### src/rtl/dbb_pkg.sv
// Package: shared constants and helpers for the debug byte bridge.
// Assumes: byte lanes are 8 bits wide everywhere in the bridge.
package dbb_pkg;
    localparam int BYTE_W = 8;

    // Bits needed to count from 0 up to and including n.
    function automatic int count_bits(input int n);
        return (n < 1) ? 1 : $clog2(n + 1);
    endfunction

    // Bits needed to index n items (at least one bit).
    function automatic int index_bits(input int n);
        return (n < 2) ? 1 : $clog2(n);
    endfunction
endpackage

### src/rtl/dbb_byte_packer.sv
// Module: dbb_byte_packer
// Gathers IN_BYTES bytes into a PKT_W-bit shift register (newest byte at
// the bottom) and offers the result on a valid/ready packet port.
// Assumes: PKT_W >= 8*IN_BYTES; `run` is low during and just after reset.
module dbb_byte_packer
    import dbb_pkg::*;
#(
    parameter int PKT_W    = 64,
    parameter int IN_BYTES = 8
) (
    input  logic             clk,
    input  logic             rst_n,
    input  logic             run,
    input  logic             in_valid,
    input  logic [7:0]       in_data,
    output logic             in_ready,
    output logic             pkt_valid,
    input  logic             pkt_ready,
    output logic [PKT_W-1:0] pkt_data
);
    localparam int CW = count_bits(IN_BYTES);
    localparam logic [CW-1:0] FULL = CW'(IN_BYTES);

    logic [CW-1:0]    fill_q;
    logic [PKT_W-1:0] shreg_q;
    logic             take;
    logic             handoff;

    assign in_ready  = run && (fill_q < FULL);
    assign pkt_valid = run && (fill_q == FULL);
    assign take      = in_valid && in_ready;
    assign handoff   = pkt_valid && pkt_ready;
    assign pkt_data  = shreg_q;

    // Count bytes held; clear when the sink takes the packet.
    always_ff @(posedge clk) begin
        if (!rst_n) begin
            fill_q <= '0;
        end else if (take) begin
            fill_q <= fill_q + CW'(1);
        end else if (handoff) begin
            fill_q <= '0;
        end
    end

    // Shift each accepted byte into the low end of the packet register.
    always_ff @(posedge clk) begin
        if (!rst_n) begin
            shreg_q <= '0;
        end else if (take) begin
            shreg_q <= {shreg_q[PKT_W-BYTE_W-1:0], in_data};
        end
    end
endmodule

### src/rtl/dbb_word_slicer.sv
// Module: dbb_word_slicer
// Sends the low OUT_BYTES bytes of a held word, lowest first, and
// acknowledges the word together with its last byte.
// Assumes: WORD_W >= 8*OUT_BYTES; the source holds word_data until word_ack.
// USE_SHIFTER picks a barrel shift (1) or a byte-lane select (0).
module dbb_word_slicer
    import dbb_pkg::*;
#(
    parameter int WORD_W      = 48,
    parameter int OUT_BYTES   = 6,
    parameter bit USE_SHIFTER = 1'b0
) (
    input  logic              clk,
    input  logic              rst_n,
    input  logic              run,
    input  logic              word_valid,
    input  logic [WORD_W-1:0] word_data,
    output logic              word_ack,
    output logic              out_valid,
    input  logic              out_ready,
    output logic [7:0]        out_data
);
    localparam int IW = index_bits(OUT_BYTES);
    localparam logic [IW-1:0] LAST = IW'(OUT_BYTES - 1);

    logic [IW-1:0] idx_q;
    logic          beat;
    logic          last_beat;

    assign out_valid = run && word_valid;
    assign beat      = out_valid && out_ready;
    assign last_beat = (idx_q == LAST);
    assign word_ack  = beat && last_beat;

    // Track which byte of the current word is on the output.
    always_ff @(posedge clk) begin
        if (!rst_n) begin
            idx_q <= '0;
        end else if (beat) begin
            idx_q <= last_beat ? '0 : (idx_q + IW'(1));
        end
    end

    generate
        if (USE_SHIFTER) begin : g_shift
            logic [WORD_W-1:0] shifted;
            // Right shift by eight times the byte index.
            always_comb begin
                shifted = word_data >> {idx_q, 3'b000};
            end
            assign out_data = shifted[7:0];
        end else begin : g_lanes
            logic [7:0] lane [OUT_BYTES];
            for (genvar g = 0; g < OUT_BYTES; g++) begin : g_lane
                assign lane[g] = word_data[g*BYTE_W +: BYTE_W];
            end
            // OR-select the lane matching the byte index.
            always_comb begin
                out_data = '0;
                for (int k = 0; k < OUT_BYTES; k++) begin
                    if (idx_q == IW'(k)) out_data = out_data | lane[k];
                end
            end
        end
    endgenerate
endmodule

### src/rtl/dbg_byte_bridge.sv
// Module: dbg_byte_bridge (top)
// Bridges an 8-bit byte channel to a wide debug packet path: a packer on
// the inbound side, a slicer on the outbound side, sharing clock and reset.
// Assumes: synchronous active-low reset; no request is raised until the
// first rising edge after reset is released.
module dbg_byte_bridge #(
    parameter int PKT_W       = 64,
    parameter int WORD_W      = 48,
    parameter int IN_BYTES    = 8,
    parameter int OUT_BYTES   = 6,
    parameter bit USE_SHIFTER = 1'b0
) (
    input  logic              clk,
    input  logic              rst_n,
    input  logic              byte_in_valid,
    input  logic [7:0]        byte_in_data,
    output logic              byte_in_ready,
    output logic              pkt_valid,
    input  logic              pkt_ready,
    output logic [PKT_W-1:0]  pkt_data,
    input  logic              word_valid,
    input  logic [WORD_W-1:0] word_data,
    output logic              word_ack,
    output logic              byte_out_valid,
    input  logic              byte_out_ready,
    output logic [7:0]        byte_out_data
);
    logic run_q;

    // Enable both directions one edge after reset is released.
    always_ff @(posedge clk) begin
        if (!rst_n) run_q <= 1'b0;
        else        run_q <= 1'b1;
    end

    dbb_byte_packer #(
        .PKT_W    (PKT_W),
        .IN_BYTES (IN_BYTES)
    ) u_packer (
        .clk       (clk),
        .rst_n     (rst_n),
        .run       (run_q),
        .in_valid  (byte_in_valid),
        .in_data   (byte_in_data),
        .in_ready  (byte_in_ready),
        .pkt_valid (pkt_valid),
        .pkt_ready (pkt_ready),
        .pkt_data  (pkt_data)
    );

    dbb_word_slicer #(
        .WORD_W      (WORD_W),
        .OUT_BYTES   (OUT_BYTES),
        .USE_SHIFTER (USE_SHIFTER)
    ) u_slicer (
        .clk        (clk),
        .rst_n      (rst_n),
        .run        (run_q),
        .word_valid (word_valid),
        .word_data  (word_data),
        .word_ack   (word_ack),
        .out_valid  (byte_out_valid),
        .out_ready  (byte_out_ready),
        .out_data   (byte_out_data)
    );
endmodule

### config.mk
export PLATFORM = sky130hd
export DESIGN_NAME = dbg_byte_bridge
export DESIGN_NICKNAME = d
export VERILOG_FILES = /design/src/rtl/dbb_pkg.sv /design/src/rtl/dbb_byte_packer.sv /design/src/rtl/dbb_word_slicer.sv /design/src/rtl/dbg_byte_bridge.sv
export SDC_FILE = /design/constraint.sdc
export NUM_CORES = 1
export LEC_CHECK = 0
export BUFFER_PORTS_ARGS = -buffer_cell sky130_fd_sc_hd__buf_2
export CAP_MARGIN = 20
export CORE_MARGIN = 3
export CORE_UTILIZATION = 32
export CTS_CLUSTER_SIZE = 8
export DETAILED_ROUTE_END_ITERATION = 8
export PLACE_DENSITY = 0.63
export SLEW_MARGIN = 20
export SYNTH_ARGS = -nofsm -noshare
export SYNTH_HDL_FRONTEND = slang
export SYNTH_SLANG_ARGS = --single-unit
### constraint.sdc
create_clock -name clk -period 2.4 [get_ports clk]
set_input_delay 0.24 -clock clk [delete_from_list [all_inputs] [get_ports clk]]
set_output_delay 0.24 -clock clk [all_outputs]
set_load 0.005 [all_outputs]
==> impl_metrics.yaml <==
clock_tree:
  cts.repair.resized: 0
  tritoncts: "built"
  clock_latency_ns: 0.34
  cts.htree.levels: 3
  cts_setup_buffers: 0
  cts_sinks: 72
  root_buffer: "clkbuf_8"
  max-clock-path-buffers: 2
  ctsHoldBuffers: 0
  numCtsBuffers: 9
  path_clk_slew_ns: 0.08
final_layout:
  antennaDiodeCount: 0
  layout-drive-gt1-share_pct: 32.87
  final.fill_count: 964
  area.growth.synth_to_final_pct: 31.69
  final_nets: 559
  utilization_pct: 43.95
logic_synthesis:
  ys_seq_area_share_pct: 48.81
  netlist_instances: 368
  synth_seq_cells: 72
  yosysTopAreaCell: "dfxtp_1"
  synth_ff_type: "dfxtp_1"
  yosysMostFrequentCell: "nand2_1"
  yosys_warnings: 0
  avgSynthCellArea_um2: 8.024
  synth_commonest_cells: "130 x nand2_1, 72 x dfxtp_1, 65 x a21oi_1"
  synth_top_area_share_pct: 48.81
  synth.distinct_cells: 33
  synthTopCellsByArea: "dfxtp_1 49%, nand2_1 17%, a21oi_1 11%"
  synthArstFlopShare_pct: 0
  synth_nets: 433
  synth_edf_count: 0
  synth_area_um2: 2953
run:
  maxCapViolations: 0
sta:
  period_share_pct: 91.82
  hold_viol_final: 0
  fin_crit_ns: 2.204
  setup_violations: 0
  rsz0062_at_grt: "no"
  setup_tns_ns: 0
  max_freq_ghz: 0.4538
  tightest_slew_ns: 0.7238
  relSlewSlack_pct: 51.68
  slew_viol_final: 0
  fin_worst_skew_ns: 0.008348
placed_design:
  io_buffer_count: 137
  place_congestion: 0.7705
  hpwlAfterDp_mm: 6.020
floorplan:
  die_h_um: 102.1
  die_w_um: 102.1
  ioPinCount: 138
  row_count: 34
  initial_core_util_pct: 33.37
  core-area_um2: 8848
  dieArea_um2: 10420
drt:
  firstDrtPassIters: 6
  avgRoutedWirePerCell_um: 13.52
  vias: 2996
  drt-total-wl_mm: 8.206
  drc_errors: 0
  drtAntennaViolNets: 0
  drt_iter0_drc: 138
  viasPerCell: 4.936
worst_setup_path:
  cp.required_ns: 2.16
  critPathKind: "flip-flop to output pin"
  worstPathMaxFanout: 14
  start_kind: "flip-flop"
  endpoint_kind: "output pin"
  worst_ep_arrival_time_ns: 1.96
global_routing:
  grt_usage_pct: 15.55
  grt_pass1_vias: 2785
  grt_pass1_wl_mm: 12.92
  grt-ovfl-total: 0
  grt_start_max_net_pins: 41
  antenna_found_initial: 0
power:
  finalPower_mw: 2.365
  ir_drop_v: 0.0004323
  leakage_nw: 1.680
  powerDensity_nw_per_um2: 608.2
outcome:
  status: "finished, final reports clean"
worst_hold_path:
  hp-class: "primary input to flip-flop"
## stage by stage
stage / hold slack, ns / setup slack, ns / std cells / instance area (um^2)
2_1_floorplan: 0.2677 / 0.7066 / 368 / 2953
3_3_place_gp: 0.4381 / 0.6617 / 591 / 3691
3_5_place_dp: 0.4445 / 0.5647 / 591 / 3691
4_1_cts: 0.08513 / 0.1925 / 607 / 3889
5_1_grt: 0.08097 / 0.03310 / 607 / 3889
6_report: 0.1091 / 0.1964 / 607 / 3889
## worst paths after layout
kind | end | from | cells past startpoint | slack [ns]
worst max-delay path | byte_out_data[4] | u_slicer.idx_q[1] | 5 | 0.20
worst min-delay path | run_q | rst_n | 1 | 0.11
worst max register to register | u_slicer.idx_q[2] | u_slicer.idx_q[1] | 3 | 0.93
worst min register to register | u_packer.pkt_data[61] | u_packer.pkt_data[61] | 2 | 0.45
## power by group
group	leakage (nW)	internal, mW	switching, mW
combinational	0.999	0.0890	0.110
clock	0.0993	0.507	0.438
sequential	0.582	1.21	0.0145
## sequential cells by signal (all words and copies together), names as in the netlist
name               flops
run_q                  1
u_packer.fill_q        4
u_packer.pkt_data     64
u_slicer.idx_q         3
## logic make-up (layout without fill, tap and decap cells)
| logic type | Yosys count | in the layout | synth area share, % |
|---|---|---|---|
| xor gates and xnor gates | 1 | 1 | 0.2967 |
| buffers and inverters | 34 | 165 | 5.975 |
| and+or+nand+nor | 154 | 154 | 21.74 |
| AOI/OAI and AO/OA | 96 | 96 | 19.03 |
| DFF | 72 | 72 | 48.81 |
| adders and majority gates | 3 | 3 | 1.271 |
| muxes | 8 | 8 | 2.881 |
## layout make-up
| type | count | area, um^2 | area share (%) |
|---|---|---|---|
| Timing Repair Buffer | 143 | 755.7 | 19.43 |
| Multi-Input combinational cell | 262 | 1336 | 34.36 |
| Clock buffer | 11 | 141.4 | 3.636 |
| Tap cell | 108 | 135.1 | 3.475 |
| Sequential cell | 72 | 1441 | 37.07 |
| Inverter | 6 | 22.52 | 0.5792 |
| Clock inverter | 5 | 56.30 | 1.448 |
## layer usage
| metal | share of wire (%) | track usage [%] | vias to the layer above |
|---|---|---|---|
| met5 | 0 | 0 | - |
| li1 | - | - | 1497 |
| met1 | 45 | 19.46 | 1406 |
| met3 | 6.1 | 5.870 | 10 |
| met2 | 47 | 25.29 | 83 |
| met4 | 1.3 | 4.036 | 0 |
## worst max-delay path, stage by stage (launching register included)
cell and delay, ns:
dfxtp_1 0.46, and2_1 0.24, ha_1 0.28, a222oi_1 0.36, o21ai_0 0.14, buf_2 0.15
## cell usage in the layout, fill, tap and decap left out, types with 3 or more instances in the layout
cell      synthesis  routed
a21oi_1          65      65
a221o_1           4       4
a222oi_1          4       4
a22oi_1           4       4
a32o_1            4       4
buf_2            12     137
buf_4             3       4
clkbuf_8          0      10
dfxtp_1          72      72
ha_1              3       3
inv_1             6       5
mux2_2            4       4
mux2i_1           4       4
nand2_1         130     130
nand3_1           6       6
nand3b_1          5       5
o21ai_0          10      10
Note: power is estimated with default switching activity, not from simulation.
